## src/rtl/pkt_pkg.sv

```systemverilog
// Shared constants and the CRC-16 step used by the packet buffer.
// Assumes a 32-bit word; the header layout depends on that width.
package pkt_pkg;
    localparam int WORD_W = 32;

    // Folds one 32-bit word into a CRC-16 (poly 0x1021, MSB first).
    function automatic logic [15:0] crc16_word(input logic [15:0] c, input logic [31:0] w);
        logic [15:0] r;
        logic        fb;
        r = c;
        for (int i = 31; i >= 0; i--) begin
            fb = r[15] ^ w[i];
            r  = {r[14:0], 1'b0};
            if (fb) r = r ^ 16'h1021;
        end
        return r;
    endfunction
endpackage

```

## src/rtl/pkt_framer.sv

```systemverilog
// Groups samples into packets, decides acceptance at the first sample,
// and produces the write traffic into the ring.
// Assumes SAMPLES >= 2 so header and trailer never share a cycle.
module pkt_framer
    import pkt_pkg::*;
#(
    parameter int SAMPLES = 14,
    parameter int DEPTH   = 64,
    parameter int HIGH_WM = 48,
    parameter int PTR_W   = 7,
    parameter int IDX_W   = 4
) (
    input  logic              clk,
    input  logic              rst_n,
    input  logic              in_valid,
    input  logic [WORD_W-1:0] in_data,
    input  logic              in_prio,
    input  logic [7:0]        mode,
    input  logic [15:0]       ts_now,
    input  logic [PTR_W-1:0]  level,
    input  logic [PTR_W-1:0]  alloc_ptr,
    output logic              a_we,
    output logic [PTR_W-1:0]  a_addr,
    output logic [WORD_W-1:0] a_data,
    output logic              b_we,
    output logic [PTR_W-1:0]  b_addr,
    output logic [WORD_W-1:0] b_data,
    output logic              accept,
    output logic              commit,
    output logic              drop
);
    localparam int PKT_W = SAMPLES + 2;

    logic [IDX_W-1:0]  idx_q;
    logic              active_q;
    logic [15:0]       seq_q, crc_q, ts_q;
    logic [PTR_W-1:0]  base_q, base_now, free_w;
    logic              first, ok, last;
    logic [WORD_W-1:0] hdr;
    logic [15:0]       crc_in, crc_nx;

    // Acceptance decision and CRC chain for the current sample.
    always_comb begin
        first    = in_valid && (idx_q == '0);
        free_w   = PTR_W'(DEPTH) - level;
        ok       = (free_w >= PTR_W'(PKT_W)) && (in_prio || (level < PTR_W'(HIGH_WM)));
        accept   = first && ok;
        drop     = first && !ok;
        last     = in_valid && active_q && (idx_q == IDX_W'(SAMPLES - 1));
        commit   = last;
        hdr      = {seq_q, in_prio, 7'b0, mode};
        crc_in   = first ? crc16_word(16'hFFFF, hdr) : crc_q;
        crc_nx   = crc16_word(crc_in, in_data);
        base_now = first ? alloc_ptr : base_q;
    end

    // Port A carries the header at acceptance and the trailer at the last sample.
    always_comb begin
        a_we   = accept || last;
        a_addr = accept ? alloc_ptr : (base_q + PTR_W'(SAMPLES + 1));
        a_data = accept ? hdr : {ts_q, crc_nx};
    end

    // Port B carries every sample of an accepted packet.
    always_comb begin
        b_we   = accept || (in_valid && active_q && (idx_q != '0));
        b_addr = base_now + PTR_W'(idx_q) + PTR_W'(1);
        b_data = in_data;
    end

    // Packet position, sequence, base address, timestamp and running CRC.
    always_ff @(posedge clk) begin
        if (!rst_n) begin
            idx_q    <= '0;
            active_q <= 1'b0;
            seq_q    <= '0;
            crc_q    <= '0;
            base_q   <= '0;
            ts_q     <= '0;
        end else if (in_valid) begin
            idx_q <= (idx_q == IDX_W'(SAMPLES - 1)) ? '0 : idx_q + 1'b1;
            crc_q <= crc_nx;
            if (first) begin
                seq_q    <= seq_q + 1'b1;
                active_q <= ok;
                base_q   <= alloc_ptr;
                ts_q     <= ts_now;
            end else if (last) begin
                active_q <= 1'b0;
            end
        end
    end
endmodule

```

## src/rtl/pkt_ring.sv

```systemverilog
// Word storage with reserve, commit and read pointers. Words become
// readable only after their packet is committed.
// Assumes DEPTH is a power of two and commits come in allocation order.
module pkt_ring
    import pkt_pkg::*;
#(
    parameter int DEPTH = 64,
    parameter int PKT_W = 16,
    parameter int PTR_W = 7
) (
    input  logic              clk,
    input  logic              rst_n,
    input  logic              a_we,
    input  logic [PTR_W-1:0]  a_addr,
    input  logic [WORD_W-1:0] a_data,
    input  logic              b_we,
    input  logic [PTR_W-1:0]  b_addr,
    input  logic [WORD_W-1:0] b_data,
    input  logic              alloc,
    input  logic              commit,
    input  logic              out_ready,
    output logic              out_valid,
    output logic [WORD_W-1:0] out_data,
    output logic              out_last,
    output logic [PTR_W-1:0]  alloc_ptr,
    output logic [PTR_W-1:0]  level
);
    localparam int AW = PTR_W - 1;
    localparam int CW = $clog2(PKT_W);

    logic [WORD_W-1:0] mem [DEPTH];
    logic [PTR_W-1:0]  commit_q, rd_q;
    logic [CW-1:0]     rd_word_q;
    logic              take;

    // Two independent write ports into storage.
    always_ff @(posedge clk) begin
        if (a_we) mem[a_addr[AW-1:0]] <= a_data;
        if (b_we) mem[b_addr[AW-1:0]] <= b_data;
    end

    // Output view and occupancy.
    always_comb begin
        out_valid = (commit_q != rd_q);
        out_data  = mem[rd_q[AW-1:0]];
        out_last  = (rd_word_q == CW'(PKT_W - 1));
        level     = alloc_ptr - rd_q;
        take      = out_valid && out_ready;
    end

    // Pointer advance on reserve, commit and read.
    always_ff @(posedge clk) begin
        if (!rst_n) begin
            alloc_ptr <= '0;
            commit_q  <= '0;
            rd_q      <= '0;
            rd_word_q <= '0;
        end else begin
            if (alloc)  alloc_ptr <= alloc_ptr + PTR_W'(PKT_W);
            if (commit) commit_q  <= commit_q + PTR_W'(PKT_W);
            if (take) begin
                rd_q      <= rd_q + 1'b1;
                rd_word_q <= out_last ? '0 : rd_word_q + 1'b1;
            end
        end
    end
endmodule

```

## src/rtl/pkt_health.sv

```systemverilog
// Watermark flags, hysteretic throttle, loss and link counters, peak
// occupancy and the status read/clear port.
// Assumes LOW_WM < MID_WM < HIGH_WM <= DEPTH and CNT_W <= 30.
module pkt_health #(
    parameter int LOW_WM  = 16,
    parameter int MID_WM  = 32,
    parameter int HIGH_WM = 48,
    parameter int PTR_W   = 7,
    parameter int CNT_W   = 16
) (
    input  logic             clk,
    input  logic             rst_n,
    input  logic [PTR_W-1:0] level,
    input  logic             drop,
    input  logic             drop_prio,
    input  logic             link_crc_err,
    input  logic             link_retry,
    input  logic [1:0]       stat_addr,
    input  logic             stat_wr,
    input  logic [3:0]       stat_wdata,
    output logic             wm_low,
    output logic             wm_mid,
    output logic             wm_high,
    output logic             throttle,
    output logic [CNT_W-1:0] crc_cnt,
    output logic [31:0]      stat_rdata
);
    logic [CNT_W-1:0] drop_cnt, retry_cnt;
    logic             flag_lo, flag_hi;
    logic [PTR_W-1:0] peak_q;
    logic [3:0]       clr;

    // Threshold comparisons and clear mask.
    always_comb begin
        wm_low  = level >= PTR_W'(LOW_WM);
        wm_mid  = level >= PTR_W'(MID_WM);
        wm_high = level >= PTR_W'(HIGH_WM);
        clr     = stat_wr ? stat_wdata : 4'b0;
    end

    // Throttle sets at the middle mark and releases below the low mark.
    always_ff @(posedge clk) begin
        if (!rst_n)         throttle <= 1'b0;
        else if (wm_mid)    throttle <= 1'b1;
        else if (!wm_low)   throttle <= 1'b0;
    end

    // Saturating counters and sticky flags; clears take priority.
    always_ff @(posedge clk) begin
        if (!rst_n) begin
            drop_cnt  <= '0;
            flag_lo   <= 1'b0;
            flag_hi   <= 1'b0;
            crc_cnt   <= '0;
            retry_cnt <= '0;
        end else begin
            if (clr[0]) begin
                drop_cnt <= '0;
                flag_lo  <= 1'b0;
                flag_hi  <= 1'b0;
            end else if (drop) begin
                if (drop_cnt != '1) drop_cnt <= drop_cnt + 1'b1;
                if (drop_prio) flag_hi <= 1'b1;
                else           flag_lo <= 1'b1;
            end
            if (clr[1])                              crc_cnt   <= '0;
            else if (link_crc_err && crc_cnt != '1)  crc_cnt   <= crc_cnt + 1'b1;
            if (clr[2])                              retry_cnt <= '0;
            else if (link_retry && retry_cnt != '1)  retry_cnt <= retry_cnt + 1'b1;
        end
    end

    // Highest occupancy since reset or last clear.
    always_ff @(posedge clk) begin
        if (!rst_n)              peak_q <= '0;
        else if (clr[3])         peak_q <= level;
        else if (level > peak_q) peak_q <= level;
    end

    // Status read multiplexer.
    always_comb begin
        stat_rdata = '0;
        unique case (stat_addr)
            2'd0: begin
                stat_rdata[CNT_W-1:0] = drop_cnt;
                stat_rdata[30]        = flag_lo;
                stat_rdata[31]        = flag_hi;
            end
            2'd1:    stat_rdata[CNT_W-1:0] = crc_cnt;
            2'd2:    stat_rdata[CNT_W-1:0] = retry_cnt;
            default: stat_rdata[PTR_W-1:0] = peak_q;
        endcase
    end
endmodule

```

## src/rtl/pkt_stream_buffer.sv

```systemverilog
// Top of the packet buffer: framer, storage ring and health logic.
// Assumes the source counts samples into packets from reset onward;
// throttle is advisory and loss is reported rather than prevented.
module pkt_stream_buffer #(
    parameter int SAMPLES = 14,
    parameter int DEPTH   = 64,
    parameter int LOW_WM  = 16,
    parameter int MID_WM  = 32,
    parameter int HIGH_WM = 48,
    parameter int CNT_W   = 16
) (
    input  logic        clk,
    input  logic        rst_n,
    input  logic        in_valid,
    input  logic [31:0] in_data,
    input  logic        in_prio,
    input  logic [7:0]  cfg_mode,
    output logic        out_valid,
    input  logic        out_ready,
    output logic [31:0] out_data,
    output logic        out_last,
    output logic        wm_low,
    output logic        wm_mid,
    output logic        wm_high,
    output logic        throttle,
    input  logic        link_crc_err,
    input  logic        link_retry,
    input  logic [1:0]  stat_addr,
    input  logic        stat_wr,
    input  logic [3:0]  stat_wdata,
    output logic [31:0] stat_rdata
);
    localparam int PKT_W = SAMPLES + 2;
    localparam int PTR_W = $clog2(DEPTH) + 1;
    localparam int IDX_W = (SAMPLES > 2) ? $clog2(SAMPLES) : 1;

    logic [15:0]      ts_cnt;
    logic [PTR_W-1:0] level, alloc_ptr, a_addr, b_addr;
    logic [31:0]      a_data, b_data;
    logic             a_we, b_we, accept, commit, drop;
    logic [CNT_W-1:0] crc_cnt;

    // Free-running cycle count used as the packet timestamp.
    always_ff @(posedge clk) begin
        if (!rst_n) ts_cnt <= '0;
        else        ts_cnt <= ts_cnt + 1'b1;
    end

    pkt_framer #(
        .SAMPLES(SAMPLES), .DEPTH(DEPTH), .HIGH_WM(HIGH_WM),
        .PTR_W(PTR_W), .IDX_W(IDX_W)
    ) u_framer (
        .clk(clk), .rst_n(rst_n), .in_valid(in_valid), .in_data(in_data),
        .in_prio(in_prio), .mode(cfg_mode), .ts_now(ts_cnt), .level(level),
        .alloc_ptr(alloc_ptr), .a_we(a_we), .a_addr(a_addr), .a_data(a_data),
        .b_we(b_we), .b_addr(b_addr), .b_data(b_data), .accept(accept),
        .commit(commit), .drop(drop)
    );

    pkt_ring #(.DEPTH(DEPTH), .PKT_W(PKT_W), .PTR_W(PTR_W)) u_ring (
        .clk(clk), .rst_n(rst_n), .a_we(a_we), .a_addr(a_addr), .a_data(a_data),
        .b_we(b_we), .b_addr(b_addr), .b_data(b_data), .alloc(accept),
        .commit(commit), .out_ready(out_ready), .out_valid(out_valid),
        .out_data(out_data), .out_last(out_last), .alloc_ptr(alloc_ptr),
        .level(level)
    );

    pkt_health #(
        .LOW_WM(LOW_WM), .MID_WM(MID_WM), .HIGH_WM(HIGH_WM),
        .PTR_W(PTR_W), .CNT_W(CNT_W)
    ) u_health (
        .clk(clk), .rst_n(rst_n), .level(level), .drop(drop), .drop_prio(in_prio),
        .link_crc_err(link_crc_err), .link_retry(link_retry),
        .stat_addr(stat_addr), .stat_wr(stat_wr), .stat_wdata(stat_wdata),
        .wm_low(wm_low), .wm_mid(wm_mid), .wm_high(wm_high),
        .throttle(throttle), .crc_cnt(crc_cnt), .stat_rdata(stat_rdata)
    );
endmodule

```

## config.mk

```make
export PLATFORM = sky130hd
export DESIGN_NAME = pkt_stream_buffer
export DESIGN_NICKNAME = d
export VERILOG_FILES = /design/src/rtl/pkt_pkg.sv /design/src/rtl/pkt_framer.sv /design/src/rtl/pkt_ring.sv /design/src/rtl/pkt_health.sv /design/src/rtl/pkt_stream_buffer.sv
export SDC_FILE = /design/constraint.sdc
export NUM_CORES = 2
export LEC_CHECK = 0
export ABC_AREA = 0
export BUFFER_PORTS_ARGS = -buffer_cell sky130_fd_sc_hd__buf_2
export CORE_MARGIN = 5
export CORE_UTILIZATION = 40
export CTS_BUF_LIST = sky130_fd_sc_hd__clkbuf_8 sky130_fd_sc_hd__clkbuf_16
export CTS_CLUSTER_DIAMETER = 200
export DETAILED_ROUTE_END_ITERATION = 8
export SYNTH_ARGS = -nofsm -noshare
export SYNTH_HDL_FRONTEND = slang
export SYNTH_HIERARCHICAL = 1
export SYNTH_SLANG_ARGS = --single-unit
```

## constraint.sdc

```tcl
create_clock -name clk -period 20.4 [get_ports clk]
set_input_delay 4.08 -clock clk [delete_from_list [all_inputs] [get_ports clk]]
set_output_delay 4.08 -clock clk [all_outputs]
set_load 0.1 [all_outputs]
```

Word level (Yosys, flattened, before mapping)
Memories as Yosys holds them, arrays and structs flattened. A register that Yosys moved wholly into a read port is not among the register bits. Cells that the tools add are included.

Output and inout bits: 70. Memories kept: 1. RAM bits: 2048. Bits in registers: 159. Input bits: 54.

Memory list: u_ring.mem (words 64, bits a word 32, read ports 1, clocked after Yosys merged registers in 1, write ports 2, line pkt_ring.sv:31) `logic [WORD_W-1:0] mem [DEPTH];`.

Bitwise operators: 121. Equal/unequal tests: 9. Order comparisons: 6. Reductions and logical operators: 27. Mux-type cells: 86. Add/sub/neg operators: 15.

Operator list (number): $mux W13 (64); $not A3 Y3 (63); $add A16 B1 Y16 const B (5); $xor A1 B1 Y1 (53); $ne A16 B16 Y1 const B (3); $mux W32 (1); $pmux W9 S3 (1); $mux W7 (3); $pmux W7 S3 (1); $mux W6 (3); $mux W16 (1); $add A7 B5 Y7 const B (2); $ge A7 B5 Y1 const B (2); $ge A7 B6 Y1 const B (2); $mux W4 (3); $logic_and A1 B1 Y1 (10); $reduce_and A2 Y1 (5); $add A4 B1 Y4 const B (2); $eq A4 B4 Y1 const B (2); $mux W1 (8); $add A7 B1 Y7 const B (1); $gt A7 B7 Y1 (1); $lt A7 B6 Y1 const B (1); $ne A7 B7 Y1 (1); other kinds (18) (26).

Depth between registers and ports, before layout
Depth after elaboration: 129. Mapped depth: 23.

By module
Netlist, hierarchy kept.

Modules (own cells, without submodules): pkt_ring (instances 1, cells each 6206, area each 105273.5 um2); pkt_framer (instances 1, cells each 606, area each 5918.2 um2); pkt_health (instances 1, cells each 448, area each 3802.4 um2); pkt_stream_buffer (instances 1, cells each 83, area each 724.4 um2).

Worst setup path after synthesis
OpenSTA, ideal clock, no wires.

Path kind: input port to output port. Start: in stat_addr[0]. End: out stat_rdata[7]. Arrival time: 6.918 ns. Required time: 16.320 ns. Setup slack: 9.402 ns. Stages on the path: 4. Cells stage by stage: buf_2 > clkbuf_1 > mux2i_1 > o21ai_0.

Longest elaborated chain between the ends: 2. Elaborated cells between the ends (all ways): 4.

RTL lines: start, declared (line pkt_stream_buffer.sv:28) `input logic [1:0] stat_addr,`; $eq A2 B2 Y1, or another cell as far along (line pkt_health.sv:83) `unique case (stat_addr)`; $pmux W9 S3 (*) (line pkt_health.sv:83); end, declared (line pkt_stream_buffer.sv:31) `output logic [31:0] stat_rdata`.

Every way passes the cells marked *; elsewhere a longest branch is shown, timed or not.

==> flow_metrics.tcl <==
set metrics [dict create \
    outcome "finished, violations left" \
    violations "max-slew violations" \
    core_sq_um 288000 \
    rsz0062_at_grt "false" \
    ys_warn_count 6 \
    critical_path_arrival_ns 7.25 \
    post_cts_buffers 0 \
    r2r_start "u_ring/rd_q[0]" \
    clock-sinks 2204 \
    io_buffers 109 \
    dr.max_layer_used "met5" \
    max_clock_freq_mhz 88.2 \
    root_buffer "clkbuf_16" \
    ant_nets 0 \
    start_kind "flip-flop" \
    avgSynthCellArea_sq_um 15.8 \
    drcViolationCount 0 \
    viasPerCell 6.33 \
    area_growth_pct 10.2 \
    end_kind "output port" \
    antenna_found_initial 24 \
    period_minus_slack_ns 11.33 \
    setup_viol 0 \
    cp_cell_sequence "buf_4 > buf_12 > buf_4 > buf_4 > mux4_2 > mux2i_1 > a21oi_1 > nor2_1 > a311oi_1 > buf_2" \
    cts_tree "done" \
    postSynthCellCount 7334 \
    h-tree-depth 4 \
    grt_overflow 0 \
    gp_congestion 0.897 \
    slowest_stage "buf_4" \
    clkTransAtPathRegs_ns 0.06 \
    multi_input_area_sq_um 47600 \
    hold_end "u_framer/ts_q[6]" \
    grt_pass1_wl_mm 548 \
    fin_nets 7085 \
    die_area_sq_um 300000 \
    seq_area_sq_um 64600 \
    grt_start_max_net_pins 112 \
    fin_cells 11000 \
    reg2regPathDepth 16 \
    grtUsageTotal_pct 25.5 \
    grt_pass1_vias 69000 \
    regToRegSetupSlack_ns 13.29 \
    met2_wirelength_mm 185 \
    path_common_cell "buf_4" \
    detail_route.wl_per_cell_um 35.9 \
    critPathMaxFanout 69 \
    relSlewSlack_pct -1.27 \
    cts-resized-gates 0 \
    rows 197 \
    critical_path_class "flip-flop to output port" \
    hold_viol_final 0 \
    vias 69500 \
    crit_required_ns 16.32 \
    hp-class "flip-flop to flip-flop" \
    slew_violations 1 \
    dp_cells 10500 \
    holdPathStages 2 \
    hpwl_mm 227 \
    drive_gt1_share_pct 48.7 \
    tightest_slew_ns 1.52 \
    die_h_um 548 \
    wl_met3_mm 35.0 \
    finalClockSkew_ns 0.0543 \
    cts_buffers 244 \
    routed_wl_mm 395 \
    clk_path_buf_depth 4 \
    drv_cap 0 \
    slowest_delay_ns 0.81 \
    tns_ns 0 \
    ios 124 \
    start_util_pct 40.2 \
    drtPass1Iterations 6 \
    r2r_end "u_ring/mem[19][26]" \
    insertion_delay_ns 0.92 \
    die_x_um 548 \
    min_from "u_framer/ts_q[6]" \
    finalCritPeriodShare_pct 55.6 \
    drtIter0Drc 8510 \
    syn_area_sq_um 116000 \
    ctsHoldBuffers 0 \
    final.fill_count 25200 \
    wl_met1_mm 158 \
]
## sequential cells by signal (all words and copies together), names as in the netlist, 3 cells and up, named ones only
name	count
u_framer/idx_q	4
u_health/retry_cnt	16
u_ring/rd_word_q	4
u_ring/mem	2048
u_ring/alloc_ptr	3
u_framer/seq_q	16
u_health/crc_cnt	16
u_health/drop_cnt	16
u_ring/commit_q	3
ts_cnt	16
u_framer/ts_q	16
u_health/peak_q	7
u_framer/base_q	6
u_ring/rd_q	7
u_framer/crc_q	16
## placed cells by master, fill, tap and decap left out, drive strengths merged, types with 14 or more instances in the layout
| cell type | count |
|---|---|
| o21ai | 98 |
| clkbuf | 248 |
| and3 | 22 |
| or3 | 26 |
| inv | 96 |
| nor2 | 96 |
| nor4 | 14 |
| or4 | 17 |
| ha | 24 |
| nand2 | 180 |
| edfxtp | 2048 |
| mux2 | 2077 |
| xor2 | 50 |
| bufinv | 19 |
| a21oi | 86 |
| a22o | 50 |
| conb | 18 |
| nand3 | 76 |
| and2 | 44 |
| a221oi | 54 |
| a22oi | 32 |
| a21boi | 29 |
| buf | 374 |
| nor2b | 43 |
| nand4 | 29 |
| mux4 | 521 |
| mux2i | 79 |
| clkinv | 111 |
| nor3 | 53 |
| dfxtp | 156 |
| xnor2 | 114 |
| o22ai | 62 |
| xnor3 | 36 |
| o221ai | 34 |
| nand2b | 20 |
## per-layer routing
layer  GRT usage, %  up-vias
met5              0        -
met4           9.67        2
met3           5.15      749
met2           40.8     3404
met1           34.4    37200
li1               -    28200
## layout make-up
type,instances,share of cell area [%]
sequential,2204,50.7
multi-input combinational,4147,37.4
clock buffer,248,4.86
tap,3781,3.71
timing repair buffer,374,2.06
clock inverter,197,1.11
inverter,35,0.103
antenna,7,0.0138
## metrics by stage
| stage | instance area (sq um) | setup slack [ns] | util (%) | hold slack (ns) |
|---|---|---|---|---|
| 2_1_floorplan | 116000 | 9.40 | - | 0.429 |
| 3_3_place_gp | 120000 | 9.86 | 41.6 | 0.448 |
| 3_5_place_dp | 120000 | 9.95 | 41.6 | 0.458 |
| 4_1_cts | 127000 | 8.96 | 44.2 | 0.467 |
| 5_1_grt | 127000 | 8.69 | 44.2 | 0.484 |
| 6_report | 127000 | 9.07 | 44.2 | 0.465 |
## critical path, delay by kind of cell, from the launching register on
| kind | cells | cell delay (ns) |
|---|---|---|
| AOI/OAI and AO/OA | 2 | 1.34 |
| and+or+nand+nor | 1 | 0.38 |
| buffers and inverters | 5 | 3.11 |
| muxes | 2 | 0.51 |
| DFF | 1 | 0.66 |
## worst max path at each step
stage	endpoint	depth (start not counted)	slack, ns	startpoint
2_1_floorplan	stat_rdata[7]	4	9.40	stat_addr[0]
3_3_place_gp	out_data[19]	10	9.86	flip-flop
3_5_place_dp	out_data[15]	10	9.95	flip-flop
4_1_cts	out_data[15]	10	8.96	flip-flop
5_1_grt	out_data[15]	10	8.69	flip-flop
6_report	out_data[15]	10	9.07	flip-flop
Power is not shown: default switching activity piles up to over one toggle a cycle in this logic, so the estimate is an artifact.
